`src/rtl/lutcell_pkg.sv`:
```
package lutcell_pkg;

    localparam int LC_INPUTS = 4;
    localparam int LC_TBL    = 1 << LC_INPUTS;
    localparam int LC_CFG    = LC_TBL + 1;

    typedef enum logic {
        LC_COMB = 1'b0,
        LC_REG  = 1'b1
    } lc_mode_e;

    typedef struct packed {
        logic [LC_TBL-1:0] tbl;
        logic              use_reg;
    } lc_cfg_t;

    // First node index of tree level l in a flat array holding n_sel+1 levels
    function automatic int lvl_base(input int n_sel, input int l);
        return (2 << n_sel) - (2 << (n_sel - l));
    endfunction

endpackage

```
`src/rtl/lc_cfg_chain.sv`:
```
module lc_cfg_chain #(
    parameter int WIDTH = lutcell_pkg::LC_CFG
) (
    input  logic             clk,
    input  logic             rst,
    input  logic             shift_en,
    input  logic             bit_in,
    output logic [WIDTH-1:0] word_q
);

    always_ff @(posedge clk) begin
        if (rst) begin
            word_q <= '0;
        end else if (shift_en) begin
            word_q <= {word_q[WIDTH-2:0], bit_in};
        end
    end

endmodule

```
`src/rtl/lc_mux_tree.sv`:
```
module lc_mux_tree #(
    parameter int N_SEL = lutcell_pkg::LC_INPUTS
) (
    input  logic [(1<<N_SEL)-1:0] tbl,
    input  logic [N_SEL-1:0]      sel,
    output logic                  y
);
    import lutcell_pkg::*;

    localparam int LEAVES = 1 << N_SEL;
    localparam int NODES  = 2 * LEAVES - 1;

    logic [NODES-1:0] node;

    // Level 0 is the table, and each higher level halves the node count.
    always_comb begin
        node = '0;
        node[LEAVES-1:0] = tbl;
        for (int l = 0; l < N_SEL; l++) begin
            for (int k = 0; k < (LEAVES >> (l + 1)); k++) begin
                node[lvl_base(N_SEL, l + 1) + k] =
                    sel[l] ? node[lvl_base(N_SEL, l) + 2*k + 1]
                           : node[lvl_base(N_SEL, l) + 2*k];
            end
        end
    end

    assign y = node[NODES-1];

endmodule

```
`src/rtl/lc_out_stage.sv`:
```
module lc_out_stage
    import lutcell_pkg::*;
(
    input  logic     clk,
    input  logic     rst,
    input  logic     hold,
    input  lc_mode_e mode,
    input  logic     lut_y,
    output logic     cell_out
);

    logic ff_q;

    always_ff @(posedge clk) begin
        if (rst || hold) begin
            ff_q <= 1'b0;
        end else begin
            ff_q <= lut_y;
        end
    end

    always_comb begin
        if (hold) begin
            cell_out = 1'b0;
        end else begin
            unique case (mode)
                LC_REG:  cell_out = ff_q;
                default: cell_out = lut_y;
            endcase
        end
    end

endmodule

```
`src/rtl/lutcell_top.sv`:
```
module lutcell_top
    import lutcell_pkg::*;
(
    input  logic                 clk,
    input  logic                 rst,
    input  logic                 cfg_en,
    input  logic                 cfg_din,
    input  logic [LC_INPUTS-1:0] d_in,
    output logic                 cell_out
);

    logic [LC_CFG-1:0] cfg_raw;
    lc_cfg_t           cfg;
    logic              lut_y;

    lc_cfg_chain #(.WIDTH(LC_CFG)) u_chain (
        .clk      (clk),
        .rst      (rst),
        .shift_en (cfg_en),
        .bit_in   (cfg_din),
        .word_q   (cfg_raw)
    );

    assign cfg = lc_cfg_t'(cfg_raw);

    lc_mux_tree #(.N_SEL(LC_INPUTS)) u_tree (
        .tbl (cfg.tbl),
        .sel (d_in),
        .y   (lut_y)
    );

    lc_out_stage u_out (
        .clk      (clk),
        .rst      (rst),
        .hold     (cfg_en),
        .mode     (lc_mode_e'(cfg.use_reg)),
        .lut_y    (lut_y),
        .cell_out (cell_out)
    );

endmodule

```
`config.mk`:
```
export PLATFORM = sky130hd
export DESIGN_NAME = lutcell_top
export DESIGN_NICKNAME = d
export VERILOG_FILES = /design/src/rtl/lutcell_pkg.sv /design/src/rtl/lc_cfg_chain.sv /design/src/rtl/lc_mux_tree.sv /design/src/rtl/lc_out_stage.sv /design/src/rtl/lutcell_top.sv
export SDC_FILE = /design/constraint.sdc
export NUM_CORES = 1
export LEC_CHECK = 0
export ABC_CLOCK_PERIOD_IN_PS = 4500
export BUFFER_PORTS_ARGS = -buffer_cell sky130_fd_sc_hd__buf_4
export CELL_PAD_IN_SITES_DETAIL_PLACEMENT = 1
export CELL_PAD_IN_SITES_GLOBAL_PLACEMENT = 2
export CORE_ASPECT_RATIO = 1.1
export CORE_MARGIN = 10
export CORE_UTILIZATION = 39
export DETAILED_ROUTE_END_ITERATION = 7
export PLACE_DENSITY = 0.79
export SLEW_MARGIN = 20
export SYNTH_ARGS = -nofsm -noshare
export SYNTH_HDL_FRONTEND = slang
export SYNTH_SLANG_ARGS = --single-unit
```
`constraint.sdc`:
```
create_clock -name clk -period 4.5 [get_ports clk]
set_clock_uncertainty 0.2 [all_clocks]
set_input_delay 0.225 -clock clk [delete_from_list [all_inputs] [get_ports clk]]
set_output_delay 0.225 -clock clk [all_outputs]
set_load 0.05 [all_outputs]
```
==> impl_metrics.prom, run 1 <==
# TYPE chip_impl_metric gauge
chip_impl_info{name="run_status",value="finished clean"} 1
chip_impl_info{name="setup_repair_after_global_routing_missed_its_margin",value="false"} 1
chip_impl_metric{name="core.rowCount",unit=""} 17
chip_impl_metric{name="clockBufferDepth",unit=""} 2
chip_impl_metric{name="final_layout_size_suffix_gt1_frac",unit=""} 0.167
chip_impl_metric{name="effective_utilization_at_floorplan",unit=""} 0.403
chip_impl_metric{name="cts_inserted_buffers",unit=""} 3
chip_impl_info{name="sequence_of_cells_on_the_critical_path",value="mux4_1 > mux2i_1 > a221oi_1 > buf_4"} 1
chip_impl_metric{name="relSlewSlack",unit=""} 0.801
chip_impl_metric{name="timing.critical_path.buf_inv",unit=""} 1
chip_impl_info{name="critical_path.slowest_cell",value="sky130_fd_sc_hd__mux4_1"} 1
chip_impl_metric{name="synth.lib_cells_used.distinct",unit=""} 13
chip_impl_metric{name="netlist_area",unit="um2"} 797
chip_impl_info{name="cts_root_buf",value="sky130_fd_sc_hd__clkbuf_4"} 1
chip_impl_metric{name="number_of_vias_in_the_routed_layout",unit=""} 531
chip_impl_metric{name="vdd.ir_drop.worst",unit="V"} 0.000176
chip_impl_metric{name="timing.final.max_slew_violations",unit=""} 0
chip_impl_metric{name="finalCriticalPeriod",unit="ns"} 2.05
chip_impl_metric{name="fmaxAchievable",unit="MHz"} 487
chip_impl_metric{name="tightest_slew",unit="ns"} 0.298
chip_impl_metric{name="cts_hold_repair.buffers",unit=""} 1
chip_impl_metric{name="post_cts_gate_resize_count",unit=""} 0
chip_impl_info{name="synth.largest_area_cell",value="sky130_fd_sc_hd__dfxtp_1"} 1
chip_impl_info{name="hold_path_class",value="input pin to flip-flop"} 1
chip_impl_info{name="crit-reg2reg-launch",value="u_chain.word_q[4]"} 1
chip_impl_metric{name="final_hold_viol_count",unit=""} 0
chip_impl_info{name="setup.worst_path.start",value="u_chain.word_q[12]"} 1
chip_impl_metric{name="dieHeight",unit="um"} 67.4
chip_impl_info{name="timing.critical_path.max_delay_family",value="multiplexers"} 1
chip_impl_metric{name="yosysWarningCount",unit=""} 0
chip_impl_metric{name="synthesis.nets",unit=""} 77
chip_impl_metric{name="antenna_violations_before_repair",unit=""} 0
chip_impl_metric{name="arrival",unit="ns"} 1.63
chip_impl_metric{name="drt_iter0_drc",unit=""} 19
chip_impl_info{name="tritoncts",value="yes"} 1
chip_impl_metric{name="drc",unit=""} 0
chip_impl_metric{name="pin_count_of_the_biggest_net_entering_global_routing",unit=""} 20
chip_impl_metric{name="placement.io_buffers",unit=""} 8
chip_impl_metric{name="cap_violations",unit=""} 0
chip_impl_metric{name="setup_tns",unit="ns"} 0
chip_impl_metric{name="dp_worst_slack",unit="ns"} 2.65
chip_impl_info{name="synth_area_leaders",value="sky130_fd_sc_hd__dfxtp_1 45%, sky130_fd_sc_hd__mux2i_1 24%, sky130_fd_sc_hd__mux4_1 13%"} 1
chip_impl_metric{name="synth_largest_type_area_fraction",unit=""} 0.452
chip_impl_info{name="timing.setup.critical_path_class",value="flip-flop to output pin"} 1
chip_impl_metric{name="sinks_on_the_clock_net",unit=""} 18
chip_impl_metric{name="grt_pass1_wl",unit="mm"} 2.50
chip_impl_metric{name="crit_path_max_incr_delay",unit="ns"} 0.51
chip_impl_info{name="worst_setup_path_start_kind",value="flip-flop"} 1
chip_impl_metric{name="insertion_delay_to_the_later_sink_of_the_worst_skew_pair",unit="ns"} 0.29
chip_impl_metric{name="final_critical_path_setup_slack",unit="ns"} 2.45
chip_impl_metric{name="io_pins",unit=""} 9
chip_impl_metric{name="path_max_fanout",unit=""} 3
chip_impl_metric{name="worstPathRequired",unit="ns"} 4.07
chip_impl_metric{name="layout_worst_path_cycle_share",unit=""} 0.456
chip_impl_metric{name="detail_route.wl_per_cell",unit="um"} 13.3
chip_impl_metric{name="postSynthRegisterBits",unit=""} 18
chip_impl_metric{name="vias_per_cell",unit=""} 5.01
chip_impl_info{name="endpoint_kind",value="output pin"} 1
chip_impl_metric{name="setup_viol",unit=""} 0
chip_impl_metric{name="iteration_count_of_the_initial_detailed_routing_pass",unit=""} 4
chip_impl_metric{name="power_density",unit="nW/um2"} 308
chip_impl_metric{name="wirelength",unit="mm"} 1.41
chip_impl_metric{name="htree_num_levels",unit=""} 1
chip_impl_metric{name="hpwl",unit="mm"} 1.03
chip_impl_metric{name="clk_pin_slew",unit="ns"} 0.10
chip_impl_metric{name="synth_seq_area_share",unit=""} 0.452
chip_impl_metric{name="cts_setup_buffers",unit=""} 0
chip_impl_metric{name="synthCells",unit=""} 69
chip_impl_metric{name="gp_congestion",unit=""} 0.687
chip_impl_metric{name="p_leak",unit="nW"} 0.418
chip_impl_metric{name="ant_nets",unit=""} 0
chip_impl_metric{name="first_global_vias",unit=""} 563
chip_impl_metric{name="synthesis.area_per_instance",unit="um2"} 11.6
chip_impl_metric{name="coreArea",unit="um2"} 1980
chip_impl_metric{name="fp.dieW",unit="um"} 63.1
chip_impl_metric{name="overflow",unit=""} 0
chip_impl_info{name="worstHoldStart",value="rst"} 1
chip_impl_metric{name="p_r_area_growth_vs_syn",unit="%"} 15.5
chip_impl_metric{name="layout.nets",unit=""} 87
chip_impl_metric{name="antenna_cells",unit=""} 0
chip_impl_metric{name="design.die.area",unit="um2"} 4250
chip_impl_metric{name="grt_usage",unit=""} 0.0736
placed cells by master, fill, tap and decap left out:
cell type                       instances
sky130_fd_sc_hd__clkbuf_8               1
sky130_fd_sc_hd__mux4_2                 1
sky130_fd_sc_hd__clkbuf_4               3
sky130_fd_sc_hd__nor3b_1                1
sky130_fd_sc_hd__buf_4                  8
sky130_fd_sc_hd__a221oi_1               1
sky130_fd_sc_hd__a21o_1                 1
sky130_fd_sc_hd__inv_1                  1
sky130_fd_sc_hd__mux2i_1               19
sky130_fd_sc_hd__dlygate4sd3_1          1
sky130_fd_sc_hd__nor2_1                18
sky130_fd_sc_hd__mux4_1                 4
sky130_fd_sc_hd__nor2b_1                1
sky130_fd_sc_hd__dfxtp_1               18
per-layer routing:
metal | global-route usage | vias to the layer above | part of all wire
met5 | 0 | - | 0
met4 | 0.0587 | 0 | 0.0078
met3 | 0.0165 | 2 | 0.030
met2 | 0.127 | 8 | 0.50
met1 | 0.0778 | 257 | 0.46
li1 | - | 264 | -
area by class of cell:
cell class | instances | area, um2
clock buffer | 4 | 36.3
fill | 229 | 1060
inverter | 1 | 3.75
multi-input combinational | 46 | 415
sequential | 18 | 360
tap | 28 | 35.0
timing repair buffer | 9 | 70.1
path summary, 6_finish.rpt:
check | endpoint | slack [ns] | cells past startpoint
setup / recovery | cell_out | 2.45 | 4
hold / removal | u_chain.word_q[0] | 0.04 | 2
setup reg to reg | u_out.ff_q | 2.73 | 3
hold reg to reg | u_chain.word_q[16] | 0.33 | 2
worst reg2reg max path: stages (launching register included):
cell and delay, ns:
sky130_fd_sc_hd__dfxtp_1 0.34, sky130_fd_sc_hd__mux4_1 0.52, sky130_fd_sc_hd__mux4_2 0.46, sky130_fd_sc_hd__nor3b_1 0.14
state kept, by name (all words and copies together), names as in the netlist:
signal and count:
u_chain.word_q 17, u_out.ff_q 1
through the flow:
step / util / std cells / cell area (um2) / total power, W / hold slack [ns]
after CTS: 0.466 / 106 / 921 / 0.000290 / 0.0388
after global placement: 0.442 / 101 / 875 / 0.000189 / 0.266
after floorplan: - / 69 / 797 / 0.000181 / 0.172
after detailed placement: 0.442 / 101 / 875 / 0.000189 / 0.279
final: 0.466 / 106 / 921 / 0.000284 / 0.0398
after global routing: 0.466 / 106 / 921 / 0.000301 / 0.0386
power breakdown:
part | switching (W) | internal [W] | leakage, nW
sequential | 0.00000104 | 0.000160 | 0.145
clock | 0.0000489 | 0.0000493 | 0.0210
combinational | 0.0000122 | 0.0000121 | 0.252
total | 0.0000621 | 0.000222 | 0.418
cells by family (layout without fill, tap and decap cells):
kind of cell / after synthesis / count (layout) / synth area share
multiplexers: 24 / 24 / 0.399
AND/OR/NAND/NOR: 20 / 20 / 0.102
flip-flops: 18 / 18 / 0.452
AO/OA/AOI/OAI: 2 / 2 / 0.0204
buffers and inverters: 5 / 14 / 0.0267
Yosys cell counts:
library cell / count
sky130_fd_sc_hd__nor3b_1: 1
sky130_fd_sc_hd__a221oi_1: 1
sky130_fd_sc_hd__mux4_1: 4
sky130_fd_sc_hd__inv_1: 1
sky130_fd_sc_hd__nor2b_1: 1
sky130_fd_sc_hd__clkbuf_1: 1
sky130_fd_sc_hd__mux4_2: 1
sky130_fd_sc_hd__dfxtp_1: 18
sky130_fd_sc_hd__buf_2: 2
sky130_fd_sc_hd__buf_1: 1
sky130_fd_sc_hd__a21o_1: 1
sky130_fd_sc_hd__nor2_1: 18
sky130_fd_sc_hd__mux2i_1: 19
Power figures use the tool's default switching activity.
==> inputs of run 2 (changes only) <==
- ABC_AREA: default -> 1
- ABC_CLOCK_PERIOD_IN_PS: 4500 -> 1800
- CORE_UTILIZATION: 39 -> 28
- PLACE_DENSITY: 0.79 -> 0.72
- clock period: 4.5 -> 1.8 ns (I/O delays scaled with it)
==> run 2 against run 1 <==
Net effect: count of clock-buffer cells in the layout did not move; sequential share of layout area fell by 2.3 points; combinational power rose to 5.4 times the previous value; global-route usage barely moved; power rose to 2.9 times the previous value; clock power rose to 2.5 times the previous value; via count rose by 45%; worst hold slack got worse by 0.020 ns; critical path depth rose by 3; critical path type is now flip-flop to flip-flop; highest routed layer unchanged.
==> impl_metrics.prom, run 2 <==
# TYPE chip_impl_metric gauge
chip_impl_info{name="run_status",value="finished clean"} 1
chip_impl_metric{name="ant_nets",unit=""} 0
chip_impl_metric{name="fp.dieW",unit="um"} 71.2
chip_impl_metric{name="finish.instance_area",unit="um2"} 985
chip_impl_metric{name="placed_area",unit="um2"} 880
chip_impl_info{name="worst_setup_path_start_kind",value="flip-flop"} 1
chip_impl_metric{name="clk_pin_slew",unit="ns"} 0.11
chip_impl_metric{name="effective_utilization_at_floorplan",unit=""} 0.291
chip_impl_metric{name="relSlewSlack",unit=""} 0.683
chip_impl_metric{name="power_density",unit="nW/um2"} 829
chip_impl_info{name="biggest_register",value="u_chain.word_q"} 1
chip_impl_metric{name="io_pins",unit=""} 9
chip_impl_metric{name="core.rowCount",unit=""} 20
chip_impl_metric{name="synth_enable_flop_cells",unit=""} 0
chip_impl_metric{name="insertion_delay_to_the_later_sink_of_the_worst_skew_pair",unit="ns"} 0.29
chip_impl_metric{name="finalCriticalPeriod",unit="ns"} 1.67
chip_impl_metric{name="layout_worst_path_cycle_share",unit=""} 0.929
chip_impl_info{name="layout.cells.most_common_list",value="20 x sky130_fd_sc_hd__nand2_1, 19 x sky130_fd_sc_hd__inv_1, 17 x sky130_fd_sc_hd__o21ai_0, 17 x sky130_fd_sc_hd__a21oi_1, 16 x sky130_fd_sc_hd__dfxtp_1"} 1
chip_impl_metric{name="hold_ws",unit="ns"} 0.0196
chip_impl_info{name="synth_common_cells",value="20 x sky130_fd_sc_hd__inv_1, 20 x sky130_fd_sc_hd__nand2_1, 18 x sky130_fd_sc_hd__dfxtp_1, 17 x sky130_fd_sc_hd__a21oi_1, 17 x sky130_fd_sc_hd__o21ai_0"} 1
chip_impl_info{name="cts_root_buf",value="sky130_fd_sc_hd__clkbuf_4"} 1
chip_impl_metric{name="final_layout_size_suffix_gt1_frac",unit=""} 0.151
chip_impl_metric{name="cts_inserted_buffers",unit=""} 3
chip_impl_metric{name="htree_num_levels",unit=""} 1
chip_impl_info{name="final_common_cell",value="sky130_fd_sc_hd__nand2_1"} 1
chip_impl_metric{name="sinks_on_the_clock_net",unit=""} 18
chip_impl_metric{name="antenna_violations_before_repair",unit=""} 0
chip_impl_metric{name="coreArea",unit="um2"} 2780
chip_impl_metric{name="fmaxAchievable",unit="MHz"} 598
chip_impl_metric{name="synthesis.nets",unit=""} 122
chip_impl_metric{name="placement.io_buffers",unit=""} 8
chip_impl_metric{name="p_r_area_growth_vs_syn",unit="%"} 21.8
chip_impl_info{name="largest_registers",value="u_chain.word_q (17), u_out.ff_q (1)"} 1
chip_impl_metric{name="worstPathRequired",unit="ns"} 1.83
chip_impl_metric{name="antenna_cells",unit=""} 0
chip_impl_metric{name="setup_tns",unit="ns"} 0
chip_impl_metric{name="timing.final.max_slew_violations",unit=""} 0
chip_impl_metric{name="iteration_count_of_the_initial_detailed_routing_pass",unit=""} 4
chip_impl_metric{name="first_global_vias",unit=""} 773
chip_impl_metric{name="dieHeight",unit="um"} 76.4
chip_impl_metric{name="place_inst",unit=""} 150
chip_impl_info{name="endpoint_kind",value="flip-flop"} 1
chip_impl_metric{name="number_of_vias_in_the_routed_layout",unit=""} 770
chip_impl_metric{name="overflow",unit=""} 0
chip_impl_info{name="setup_repair_after_global_routing_missed_its_margin",value="false"} 1
chip_impl_metric{name="final_hold_viol_count",unit=""} 0
chip_impl_metric{name="pin_count_of_the_biggest_net_entering_global_routing",unit=""} 29
chip_impl_metric{name="async_reset_ff_frac",unit=""} 0
chip_impl_info{name="synth.largest_area_cell",value="sky130_fd_sc_hd__dfxtp_1"} 1
chip_impl_metric{name="synthCells",unit=""} 114
chip_impl_metric{name="drc",unit=""} 0
chip_impl_info{name="synth_top_flop_cell",value="sky130_fd_sc_hd__dfxtp_1"} 1
chip_impl_info{name="tritoncts",value="yes"} 1
chip_impl_metric{name="fillerInstances",unit=""} 359
chip_impl_metric{name="grt_pass1_wl",unit="mm"} 3.39
chip_impl_metric{name="drt_iter0_drc",unit=""} 31
chip_impl_metric{name="synth.lib_cells_used.distinct",unit=""} 12
chip_impl_metric{name="post_layout_nonfiller_instances",unit=""} 159
chip_impl_metric{name="path_max_fanout",unit=""} 2
chip_impl_metric{name="netlist_area",unit="um2"} 808
chip_impl_metric{name="postSynthRegisterBits",unit=""} 18
chip_impl_metric{name="hpwl",unit="mm"} 1.45
chip_impl_metric{name="total_switching_power",unit="W"} 0.000217
chip_impl_metric{name="tightest_slew",unit="ns"} 0.475
chip_impl_metric{name="arrival",unit="ns"} 1.70
chip_impl_metric{name="p_clk_frac",unit=""} 0.305
chip_impl_metric{name="vdd.ir_drop.worst",unit="V"} 0.000423
chip_impl_metric{name="max_reg_flops",unit=""} 17
chip_impl_metric{name="cts_setup_buffers",unit=""} 0
chip_impl_metric{name="comb_power_share",unit=""} 0.162
chip_impl_metric{name="yosysWarningCount",unit=""} 0
chip_impl_metric{name="p_leak",unit="nW"} 0.429
chip_impl_metric{name="internal_power",unit="W"} 0.000600
chip_impl_metric{name="setup_viol",unit=""} 0
chip_impl_metric{name="detail_route.wl_per_cell",unit="um"} 12.4
chip_impl_metric{name="wirelength",unit="mm"} 1.98
chip_impl_info{name="timing.setup.critical_path_class",value="flip-flop to flip-flop"} 1
chip_impl_metric{name="clockBufferDepth",unit=""} 2
chip_impl_metric{name="vias_per_cell",unit=""} 4.84
chip_impl_info{name="synth_area_leaders",value="sky130_fd_sc_hd__dfxtp_1 45%, sky130_fd_sc_hd__a21oi_1 11%, sky130_fd_sc_hd__o21ai_0 11%"} 1
chip_impl_metric{name="cap_violations",unit=""} 0
chip_impl_metric{name="netSwitchingFraction",unit=""} 0.265
chip_impl_info{name="hold_path_class",value="input pin to flip-flop"} 1
chip_impl_metric{name="synth_seq_area_share",unit=""} 0.446
chip_impl_metric{name="design.die.area",unit="um2"} 5440
chip_impl_metric{name="layout.nets",unit=""} 135
chip_impl_metric{name="gp_congestion",unit=""} 0.725
chip_impl_metric{name="grt_usage",unit=""} 0.0734
chip_impl_metric{name="synth_largest_type_area_fraction",unit=""} 0.446
chip_impl_metric{name="seqPwrFrac",unit=""} 0.533
chip_impl_metric{name="synthesis.area_per_instance",unit="um2"} 7.09
[run 2: cell count changes in the layout (fill, tap and decap cells not counted), sizes merged, moves of 4 or more]
| cell | before | now |
|---|---|---|
| mux2i | 19 | 0 |
| o21ai | 0 | 19 |
| mux4 | 5 | 0 |
| nand3 | 0 | 13 |
| inv | 1 | 19 |
| a21oi | 0 | 17 |
| nor2 | 18 | 2 |
| nand2 | 0 | 20 |
| dlygate4sd3 | 1 | 5 |
[run 2: per-stage QoR]
stage,power [W],setup slack [ns],util
global route,0.000875,0.00206,0.355
global placement,0.000563,0.372,0.317
finish,0.000817,0.128,0.355
floorplan,0.000528,0.450,-
detailed placement,0.000565,0.372,0.317
CTS,0.000829,0.0714,0.348
[run 2: final timing paths]
kind / cells past startpoint / endpoint / slack (ns) / from
worst max-delay path: 7 / u_out.ff_q / 0.13 / u_chain.word_q[14]
worst min-delay path: 5 / u_out.ff_q / 0.02 / d_in[1]
worst max register to register: 7 / u_out.ff_q / 0.13 / u_chain.word_q[14]
worst min register to register: 2 / u_chain.word_q[11] / 0.28 / u_chain.word_q[10]
[run 2: power groups by stage]
stage | clock network [W] | registers (W) | logic [W]
CTS | 0.000263 | 0.000436 | 0.000130
global placement | 0 | 0.000444 | 0.000119
floorplan | 0 | 0.000441 | 0.0000868
global route | 0.000284 | 0.000439 | 0.000151
finish | 0.000249 | 0.000436 | 0.000132
detailed placement | 0 | 0.000444 | 0.000121
[run 2: area by class of cell]
type                            count  area [um2]  share of cell area
Sequential cell                    18         363               0.368
Multi-Input combinational cell     71         348               0.353
Timing Repair Buffer               13         118               0.119
Inverter                           20        78.8              0.0801
Tap cell                           33        41.3              0.0419
Clock buffer                        4        36.3              0.0368
[run 2: kinds of logic after synthesis]
logic type / share of synthesized area
AO/OA/AOI/OAI: 0.223
flip-flops: 0.446
buffers and inverters: 0.130
AND/OR/NAND/NOR: 0.201
[run 2: timing repair]
| action | CTS | global route |
|---|---|---|
| hold buffers | 5 | 0 |
| endpoints found under the hold margin | 15 | 0 |
| resized for setup | 0 | 6 |
| setup endpoints to repair | 0 | 1 |
[run 2: critical path: stages (launching register included)]
cell and delay (ns):
sky130_fd_sc_hd__dfxtp_1 0.35, sky130_fd_sc_hd__inv_1 0.06, sky130_fd_sc_hd__nand2_1 0.05, sky130_fd_sc_hd__nand3_1 0.07
sky130_fd_sc_hd__nand3_1 0.12, sky130_fd_sc_hd__nand3_2 0.09, sky130_fd_sc_hd__dlygate4sd3_1 0.56, sky130_fd_sc_hd__a21oi_1 0.11
[run 2: layer usage]
layer  routed length [um]  global-route usage
met1                  963              0.0953
met2                  909               0.106
met3                   93              0.0260
met4                   11              0.0291
met5                    0                   0
